`src/rtl/gpio_edge_pkg.sv`:
```
package gpio_edge_pkg;

  localparam int BANKS  = 4;
  localparam int PINS   = 32;
  localparam int AW     = 12;
  localparam int DW     = 32;
  localparam int NPIN   = BANKS * PINS;
  localparam int GROUPS = 7;            // per-bank function groups below the AF words
  localparam int AF_W0  = GROUPS * 3;   // first alternate-function word index
  localparam int HI_W0  = 64;           // word index of the upper bank region

  typedef enum logic [3:0] {
    K_NONE, K_LEVEL, K_DIR, K_SET, K_CLR, K_RISE, K_FALL, K_STAT, K_AFLO, K_AFHI
  } reg_kind_e;

  typedef struct packed {
    reg_kind_e  kind;
    logic [1:0] bank;
  } reg_sel_t;

  function automatic reg_kind_e group_kind(input int grp);
    case (grp)
      0: return K_LEVEL;
      1: return K_DIR;
      2: return K_SET;
      3: return K_CLR;
      4: return K_RISE;
      5: return K_FALL;
      6: return K_STAT;
      default: return K_NONE;
    endcase
  endfunction

  function automatic reg_sel_t decode_offset(input logic [AW-1:0] off);
    reg_sel_t sel;
    int w;
    int h;
    sel.kind = K_NONE;
    sel.bank = 2'd0;
    w = int'(off[8:2]);
    if (off[AW-1:9] == '0) begin
      if (w < AF_W0) begin
        sel.kind = group_kind(w / 3);
        sel.bank = 2'(w % 3);
      end else if (w < AF_W0 + 2 * BANKS) begin
        h = w - AF_W0;
        sel.kind = (h % 2 == 1) ? K_AFHI : K_AFLO;
        sel.bank = 2'(h / 2);
      end else if (w >= HI_W0 && w < HI_W0 + AF_W0) begin
        h = w - HI_W0;
        if (h % 3 == 0) begin
          sel.kind = group_kind(h / 3);
          sel.bank = 2'd3;
        end
      end
    end
    return sel;
  endfunction

  function automatic logic [PINS-1:0] wake_mask(input int bank);
    case (bank)
      0: return 32'h8003_FE1B;
      1: return 32'h0020_01FC;
      2: return 32'hEC08_0000;
      3: return 32'h0012_007F;
      default: return '0;
    endcase
  endfunction

  function automatic logic [PINS-1:0] edge_hits(input logic [PINS-1:0] now_v,
                                                input logic [PINS-1:0] was_v,
                                                input logic [PINS-1:0] rise_en,
                                                input logic [PINS-1:0] fall_en,
                                                input logic [PINS-1:0] dir);
    return ((now_v & ~was_v & rise_en) | (~now_v & was_v & fall_en)) & ~dir;
  endfunction

  function automatic logic [PINS-1:0] merge_level(input logic [PINS-1:0] latch,
                                                  input logic [PINS-1:0] dir,
                                                  input logic [PINS-1:0] in_v);
    return (latch & dir) | (in_v & ~dir);
  endfunction

endpackage

```
`src/rtl/gpio_in_sync.sv`:
```
module gpio_in_sync #(
  parameter int W      = 128,
  parameter int STAGES = 2
) (
  input  logic         clk,
  input  logic         rst_n,
  input  logic [W-1:0] raw_i,
  output logic [W-1:0] sync_o,
  output logic [W-1:0] prev_o
);
  localparam int LAST = STAGES - 1;

  logic [STAGES-1:0][W-1:0] chain_q;
  logic [W-1:0]             prev_q;

  always_ff @(posedge clk) begin
    if (!rst_n) chain_q[0] <= '0;
    else        chain_q[0] <= raw_i;
  end

  for (genvar s = 1; s < STAGES; s++) begin : g_stage
    always_ff @(posedge clk) begin
      if (!rst_n) chain_q[s] <= '0;
      else        chain_q[s] <= chain_q[s-1];
    end
  end

  always_ff @(posedge clk) begin
    if (!rst_n) prev_q <= '0;
    else        prev_q <= chain_q[LAST];
  end

  assign sync_o = chain_q[LAST];
  assign prev_o = prev_q;
endmodule

```
`src/rtl/gpio_bank.sv`:
```
module gpio_bank
  import gpio_edge_pkg::*;
#(
  parameter int BANK_IDX = 0
) (
  input  logic            clk,
  input  logic            rst_n,
  input  logic            wr_en,
  input  reg_kind_e       wr_kind,
  input  logic [DW-1:0]   wdata,
  input  logic [PINS-1:0] pin_s,
  input  logic [PINS-1:0] pin_p,
  output logic [PINS-1:0] dir_o,
  output logic [PINS-1:0] latch_o,
  output logic [PINS-1:0] rise_o,
  output logic [PINS-1:0] fall_o,
  output logic [PINS-1:0] stat_o,
  output logic [DW-1:0]   aflo_o,
  output logic [DW-1:0]   afhi_o,
  output logic [PINS-1:0] level_o,
  output logic [PINS-1:0] edge_set_o,
  output logic            wake_hit_o
);
  localparam logic [PINS-1:0] WMASK = wake_mask(BANK_IDX);

  logic [PINS-1:0] dir_q, latch_q, rise_q, fall_q, stat_q;
  logic [DW-1:0]   aflo_q, afhi_q;
  logic [PINS-1:0] ack_bits, stat_d;

  assign edge_set_o = edge_hits(pin_s, pin_p, rise_q, fall_q, dir_q);
  assign ack_bits   = (wr_en && wr_kind == K_STAT) ? wdata : '0;
  assign stat_d     = (stat_q & ~ack_bits) | edge_set_o;
  assign level_o    = merge_level(latch_q, dir_q, pin_s);
  assign wake_hit_o = |((pin_s ^ pin_p) & ~dir_q & WMASK);

  always_ff @(posedge clk) begin
    if (!rst_n) begin
      dir_q   <= '0;
      latch_q <= '0;
      rise_q  <= '0;
      fall_q  <= '0;
      stat_q  <= '0;
      aflo_q  <= '0;
      afhi_q  <= '0;
    end else begin
      stat_q <= stat_d;
      if (wr_en) begin
        case (wr_kind)
          K_DIR:  dir_q   <= wdata;
          K_SET:  latch_q <= latch_q | wdata;
          K_CLR:  latch_q <= latch_q & ~wdata;
          K_RISE: rise_q  <= wdata;
          K_FALL: fall_q  <= wdata;
          K_AFLO: aflo_q  <= wdata;
          K_AFHI: afhi_q  <= wdata;
          default: ;
        endcase
      end
    end
  end

  assign dir_o   = dir_q;
  assign latch_o = latch_q;
  assign rise_o  = rise_q;
  assign fall_o  = fall_q;
  assign stat_o  = stat_q;
  assign aflo_o  = aflo_q;
  assign afhi_o  = afhi_q;
endmodule

```
`src/rtl/gpio_edge_ctrl.sv`:
```
module gpio_edge_ctrl
  import gpio_edge_pkg::*;
#(
  parameter int SYNC_STAGES = 2
) (
  input  logic            clk,
  input  logic            rst_n,
  input  logic [AW-1:0]   bus_addr,
  input  logic            bus_wr_en,
  input  logic [DW-1:0]   bus_wdata,
  output logic [DW-1:0]   bus_rdata,
  input  logic [NPIN-1:0] pin_in,
  output logic [NPIN-1:0] pin_out,
  output logic [NPIN-1:0] pin_oe,
  input  logic            sleep_mode,
  output logic            irq_pin0,
  output logic            irq_pin1,
  output logic            irq_other,
  output logic            wake_req
);
  reg_sel_t sel;
  logic [NPIN-1:0] pin_s, pin_p;
  logic [NPIN-1:0] status_all, edge_set_all, dir_all, olat_all;
  logic [BANKS-1:0][PINS-1:0] dir_b, latch_b, rise_b, fall_b, stat_b, level_b, eset_b;
  logic [BANKS-1:0][DW-1:0]   aflo_b, afhi_b;
  logic [BANKS-1:0]           wake_hit_b;
  logic                       wake_q;

  assign sel = decode_offset(bus_addr);

  gpio_in_sync #(.W(NPIN), .STAGES(SYNC_STAGES)) sync_i (
    .clk(clk), .rst_n(rst_n), .raw_i(pin_in), .sync_o(pin_s), .prev_o(pin_p)
  );

  for (genvar b = 0; b < BANKS; b++) begin : g_bank
    logic bank_wr;
    assign bank_wr = bus_wr_en && (sel.kind != K_NONE) && (int'(sel.bank) == b);

    gpio_bank #(.BANK_IDX(b)) bank_i (
      .clk(clk), .rst_n(rst_n),
      .wr_en(bank_wr), .wr_kind(sel.kind), .wdata(bus_wdata),
      .pin_s(pin_s[b*PINS +: PINS]), .pin_p(pin_p[b*PINS +: PINS]),
      .dir_o(dir_b[b]), .latch_o(latch_b[b]), .rise_o(rise_b[b]), .fall_o(fall_b[b]),
      .stat_o(stat_b[b]), .aflo_o(aflo_b[b]), .afhi_o(afhi_b[b]),
      .level_o(level_b[b]), .edge_set_o(eset_b[b]), .wake_hit_o(wake_hit_b[b])
    );

    assign status_all[b*PINS +: PINS]   = stat_b[b];
    assign edge_set_all[b*PINS +: PINS] = eset_b[b];
    assign dir_all[b*PINS +: PINS]      = dir_b[b];
    assign olat_all[b*PINS +: PINS]     = latch_b[b];
  end

  always_comb begin
    case (sel.kind)
      K_LEVEL: bus_rdata = level_b[sel.bank];
      K_DIR:   bus_rdata = dir_b[sel.bank];
      K_RISE:  bus_rdata = rise_b[sel.bank];
      K_FALL:  bus_rdata = fall_b[sel.bank];
      K_STAT:  bus_rdata = stat_b[sel.bank];
      K_AFLO:  bus_rdata = aflo_b[sel.bank];
      K_AFHI:  bus_rdata = afhi_b[sel.bank];
      default: bus_rdata = '0;
    endcase
  end

  always_ff @(posedge clk) begin
    if (!rst_n) wake_q <= 1'b0;
    else        wake_q <= sleep_mode && (|wake_hit_b);
  end

  assign pin_oe    = dir_all;
  assign pin_out   = olat_all & dir_all;
  assign irq_pin0  = status_all[0];
  assign irq_pin1  = status_all[1];
  assign irq_other = |status_all[NPIN-1:2];
  assign wake_req  = wake_q;
endmodule

```
`config.mk`:
```
export PLATFORM = sky130hd
export DESIGN_NAME = gpio_edge_ctrl
export DESIGN_NICKNAME = d
export VERILOG_FILES = /design/src/rtl/gpio_edge_pkg.sv /design/src/rtl/gpio_in_sync.sv /design/src/rtl/gpio_bank.sv /design/src/rtl/gpio_edge_ctrl.sv
export SDC_FILE = /design/constraint.sdc
export NUM_CORES = 2
export LEC_CHECK = 0
export ABC_AREA = 1
export BUFFER_PORTS_ARGS = -buffer_cell sky130_fd_sc_hd__buf_2
export CAP_MARGIN = 20
export CORE_UTILIZATION = 40
export DETAILED_ROUTE_END_ITERATION = 12
export GPL_TIMING_DRIVEN = 0
export HOLD_SLACK_MARGIN = 0.06
export SLEW_MARGIN = 30
export SYNTH_ARGS = -nofsm -noshare
export SYNTH_HDL_FRONTEND = slang
export SYNTH_SLANG_ARGS = --single-unit
export TNS_END_PERCENT = 30
```
`constraint.sdc`:
```
create_clock -name clk -period 9.3 [get_ports clk]
set_input_delay 1.86 -clock clk [delete_from_list [all_inputs] [get_ports clk]]
set_output_delay 1.86 -clock clk [all_outputs]
set_load 0.02 [all_outputs]
```
# Word level (Yosys, flattened, before mapping)
# Cells that the tools add are included.
[word_totals] register_bits=1281 input_bits=176 out_inout_bits=292
[op_classes] addsub=3 div=4 n_lt_le_gt_ge=5 n_eq_ne=25 muxes=31 bitwise=79 reduce_logical=44
[op_table] operator="AND 32 bit" n=38
[op_table] operator="inverter 32 bit" n=17
[op_table] operator="bitwise OR 32 bit" n=16
[op_table] operator="binary-select mux 32 bit (select 2 bit)" n=7
[op_table] operator="2-to-1 mux 32 bit" n=11
[op_table] operator="one-hot mux 32 bit (2 select lines)" n=4
[op_table] operator="one-hot mux 32 bit (7 select lines)" n=1
[op_table] operator="== test 32 x 3 -> 1 bit, second input constant" n=6
[op_table] operator="AND 128 bit" n=1
[op_table] operator="== test 32 x 2 -> 1 bit, second input constant" n=4
[op_table] operator="OR reduction 126 bit" n=1
[op_table] operator="zero test 32 bit" n=3
[op_table] operator="== test 32 x 1 -> 1 bit, second input constant" n=2
[op_table] operator="bitwise XOR 32 bit" n=2
[op_table] operator="AND reduction 2 bit" n=24
[op_table] operator="one-hot mux 3 bit (7 select lines)" n=2
[op_table] operator="OR reduction 37 bit" n=1
[op_table] operator="divider 32 x 3 -> 32 bit, second input constant" n=1
[op_table] operator="divider 8 x 3 -> 32 bit, second input constant" n=1
[op_table] operator="remainder unit 32 x 3 -> 32 bit, second input constant" n=1
[op_table] operator="remainder unit 8 x 3 -> 32 bit, second input constant" n=1
[op_table] operator="AND 22 bit" n=1
[op_table] operator="bitwise XOR 22 bit" n=1
[op_table] operator="AND 21 bit" n=1
[op_table] operator="23 further kinds" n=44

# Logic depth before layout (Yosys ltp)
[logic_depth] depth_word=17 ltp_mapped=46 mapped_depth_nobuf=45

# Modules after synthesis
# From an unflattened synthesis, not the netlist that was laid out.
[unflattened] hier_cells=10311 hier_area_um2=64588.2
[modules_own_cells] module="gpio_edge_ctrl" instances=1 cells_per_inst=3247 area_each_um2=13709.4
[modules_own_cells] module="gpio_in_sync" instances=1 cells_per_inst=1323 area_each_um2=11976.5
[modules_own_cells] module="gpio_bank (g_bank[0].bank_i)" instances=1 cells_per_inst=1455 area_each_um2=9884.5
[modules_own_cells] module="gpio_bank (g_bank[3].bank_i)" instances=1 cells_per_inst=1431 area_each_um2=9704.3
[modules_own_cells] module="gpio_bank (g_bank[1].bank_i)" instances=1 cells_per_inst=1424 area_each_um2=9671.8
[modules_own_cells] module="gpio_bank (g_bank[2].bank_i)" instances=1 cells_per_inst=1431 area_each_um2=9641.7

# Worst setup path before layout
# Ideal clock, no wire load.
[synth_path] kind="input-to-output" startpoint="input bus_addr[2]" endpoint="output bus_rdata[9]" arrival_time_ps=6433 t_required_ps=7440 setup_slack_ps=1007 path_stages=43 path_buffers=1 cell_sequence="inv_2 ha_1 nand3_2 nor3_1 nand3_1 nand2_1 nand3_2 nand2_2 inv_2 o21bai_2 nand2_1 inv_1 ha_1 nor2_4 nand2_4 nand2_1 nand2_1 inv_1 [7 not listed] nand2_1 nand2_1 inv_1 nand2_1 o21a_1 nor2_1 nand2_1 nand2_1 nand2_1 nand2_1 nor2_2 inv_2 buf_2 nor2_1 nand2_1 nand2_1 nor2_1 nand2_1"
[synth_via] elab_chain_len=11
[synth_lines] item="from (decl)" line="gpio_edge_ctrl.sv:8" source="input logic [AW-1:0] bus_addr,"
[synth_lines] item="subtractor 7 x 7 -> 8 bit" line="gpio_edge_pkg.sv:50" source="h = w - HI_W0;"
[synth_lines] item="divider 32 x 3 -> 32 bit / remainder unit 32 x 3 -> 32 bit (equally long branches)" line="gpio_edge_pkg.sv:52, gpio_edge_pkg.sv:51"
[synth_lines] item="== test 32 x 3 -> 1 bit (tied with other cells)" line="gpio_edge_pkg.sv:22" source="case (grp)"
[synth_lines] item="one-hot mux 3 bit (7 select lines) / 2-to-1 mux 5 bit (equally long branches)" line="gpio_edge_pkg.sv:22, gpio_edge_pkg.sv:51"
[synth_lines] item="2-to-1 mux 5 bit, on equally long branches" line="gpio_edge_pkg.sv:51, gpio_edge_pkg.sv:49"
[synth_lines] item="2-to-1 mux 5 bit / 2-to-1 mux 6 bit (equally long branches)" line="gpio_edge_pkg.sv:49, gpio_edge_pkg.sv:45"
[synth_lines] item="2-to-1 mux 6 bit, on equally long branches" line="gpio_edge_pkg.sv:45, gpio_edge_pkg.sv:42"
[synth_lines] item="2-to-1 mux 6 bit *" line="gpio_edge_pkg.sv:42" source="if (w < AF_W0) begin"
[synth_lines] item="2-to-1 mux 6 bit *" line="gpio_edge_pkg.sv:41" source="if (off[AW-1:9] == '0) begin"
[synth_lines] item="== test 4 bit (tied with other cells)" line="gpio_edge_ctrl.sv:55" source="case (sel.kind)"
[synth_lines] item="one-hot mux 32 bit (7 select lines) *" line="gpio_edge_ctrl.sv:55"
[synth_lines] item="to (decl)" line="gpio_edge_ctrl.sv:11" source="output logic [DW-1:0] bus_rdata,"
# Every way passes the cells marked *; elsewhere a longest branch is shown, timed or not. The select of a mux whose other input is x is not followed.

# Worst setup path after layout
[layout_path] startpoint="input bus_addr[2]" endpoint="output bus_rdata[24]"
# Same word-level chain as after synthesis.

==> out/qor.yml <==
run_status:
  status: "finished, final reports clean"
clock_network:
  htreeDepth: 4
  cts_buffers: 151
  clk_pin_slew_worst_paths_ns: 0.06
  clock_latency_ns: 0.80
  cts_tree: "yes"
  cts_max_path_buffers: 3
  cts_sinks: 1281
  cts-root-buf: "clkbuf_16"
cells_and_area:
  final_layout_size_suffix_gt1_frac: 0.1515
  seqCellArea_mm2: 0.02564
  syn_to_final_growth_pct: 22.49
  multi_input_area_mm2: 0.03023
  n_fill_cell: 15916
  fin_util: 0.4949
  final_common_cell: "nand2_1"
  nets: 10345
  final_cell_mix: "nand2_1, dfxtp_1, nor2_1"
die:
  dieHeight_um: 394.4
  core_area_mm2: 0.1524
  ioPinCount: 468
  dieArea_mm2: 0.1556
  num_rows: 143
  start_util: 0.4041
  die_w_um: 394.4
detailed_routing:
  wl_per_cell_um: 30.45
  drtIter0Drc: 9780
  firstDrtPassIters: 8
  via_count: 69379
  wl_mm: 372.9
  ant_nets: 0
  route.detailed.drc: 0
  routed_via_density: 5.666
logic_synthesis:
  ys.flop_type: "dfxtp_1"
  synth_cells: 9382
  mappedNetlistNets: 9642
  synth-seq-cells: 1281
  synth_enable_flop_cells: 0
  yosysUniqueCellTypes: 52
  yosys_warnings: 0
  async_flop_share: 0
  seq_area_frac_synth: 0.4163
  syn_area_mm2: 0.06160
  syn_area_per_cell_um2: 6.565
sta:
  fin_crit_ns: 9.208
  min_period_over_period: 0.9901
  fin_hold_ws_ns: 0.3997
  worst_pin_slew_ns: 1.173
  max_slew_margin: 0.2177
  setup_viol: 0
  fmax_mhz: 108.6
  finalMaxSlewViolations: 0
  fin_skew_ns: 0.03008
  rsz0062_at_grt: "true"
  hold_violations: 0
placement:
  dp_hpwl_mm: 294.7
  io_buffers: 463
  gp_congestion: 1.069
worst_setup_path:
  start_kind: "input port"
  critical_path_arrival_ns: 7.35
  timing.rr.start: "g_bank[1].bank_i.dir_o[6]"
  crit_path_top_delay_cell: "o21ai_4"
  critical_path_class: "in2out"
  required_ns: 7.44
  crit_start: "bus_addr[2]"
  cp_common_cell: "nand2_1"
  cp-end-kind: "output pin"
  critical_path.max_stage_delay_ns: 0.23
  cp_max_fo: 10
power:
  combPwrFrac: 0.090
  switching_share: 0.2757
  p_seq_frac: 0.434
  clkPwrFrac: 0.476
  power.internal_mw: 9.357
  p_sw_mw: 3.562
  power.total_mw: 12.92
  power_density_mw_per_mm2: 171.2
  p_leak_nw: 33.96
  ir_worst_vdd_v: 0.0001800
global_routing:
  antenna_found_initial: 31
  grt_overflow_total: 0
  grt_pass1_vias: 62099
  grtUsageTotal: 0.4590
  grt_first_pass_wirelength_mm: 493.9
  grt_max_degree: 17
flow_run:
  cap_violations: 0
hold_path:
  hold_start: "sync_i.chain_q[39]"
  hold_class: "reg2reg"
-- final timing paths --
kind / to / depth (start not counted) / slack (ns)
setup reg to reg: wake_req / 7 / 5.54
hold / removal: sync_i.sync_o[39] / 2 / 0.40
setup / recovery: bus_rdata[24] / 44 / 0.09
hold reg to reg: sync_i.sync_o[39] / 2 / 0.40
-- stage by stage --
step	cell area (um2)	setup WS (ns)	cells	TNS (ns)
floorplan	61600	1.007	9382	0
global placement	66450	-2.074	11875	-54.88
detailed placement	66820	-2.112	11885	-54.50
CTS	73740	-0.03498	12172	-0.2304
global route	75420	-0.05402	12235	-0.6887
finish	75450	0.09242	12244	0
-- power by group through the flow --
stage	logic, mW	registers, mW	clock network, mW
floorplan	0.515	5.70	0
global placement	0.975	5.72	0
detailed placement	0.996	5.72	0
CTS	1.04	5.60	6.14
global route	1.20	5.61	6.37
finish	1.16	5.61	6.15
-- state kept, by name, indices dropped and copies added, names as in the netlist, named ones only --
signal and count:
sync_i.sync_o 128, g_bank.bank_i.fall_o 128, sync_i.prev_o 128, g_bank.bank_i.rise_o 128
g_bank.bank_i.afhi_o 128, sync_i.chain_q 128, g_bank.bank_i.dir_o 128, wake_req 1
g_bank.bank_i.aflo_o 128, g_bank.bank_i.stat_o 128
-- routing by layer --
metal,up-vias,part of all wire,global-route usage
met3,1009,0.13,0.1353
li1,30861,-,-
met5,-,0.00014,0
met4,10,0.070,0.2726
met1,32783,0.39,0.6078
met2,4716,0.40,0.6553
-- worst max-delay path: cells and delay by family --
kind | cells | cell delay (ns)
AND/OR/NAND/NOR | 24 | 2.33
adder cells (fa/ha/maj) | 4 | 0.71
AO/OA/AOI/OAI | 4 | 0.70
buffers and inverters | 12 | 1.65
-- cell type report --
cell class	instances	area share
clock inverters	66	0.01083
flip-flops and latches	1281	0.3399
plain buffers	646	0.05856
clock buffers	207	0.05539
diodes	9	0.0002985
inverters	1075	0.05426
multi-input cells	6377	0.4006
repair buffers	553	0.04645
well taps	2030	0.03367
-- synth_stat cells (85+ instances only) --
| master | number | area, um2 |
|---|---|---|
| nand2_1 | 2948 | 11070 |
| dfxtp_1 | 1281 | 25640 |
| nor2_1 | 1145 | 4298 |
| inv_1 | 1049 | 3938 |
| a21oi_1 | 733 | 3669 |
| nand3_1 | 514 | 2572 |
| clkbuf_1 | 331 | 1242 |
| nand4_1 | 271 | 1695 |
| o21ai_0 | 211 | 1056 |
| buf_2 | 135 | 675.7 |
| nor3_1 | 85 | 425.4 |
-- kinds of logic after synthesis --
group                    share of synthesized area
buffers and inverters                       0.1163
flip-flops                                  0.4163
AND/OR/NAND/NOR                             0.3475
adder cells (fa/ha/maj)                    0.01706
AO/OA/AOI/OAI                               0.1021
XOR/XNOR                                 0.0007111
-- timing repair --
item,CTS,global route
hold buffers,0,0
endpoints found under the setup margin,32,32
resized for setup,537,314
pin swaps,19,74
buffers inserted,15,55
gates cloned,0,7
Power figures use the tool's default switching activity.
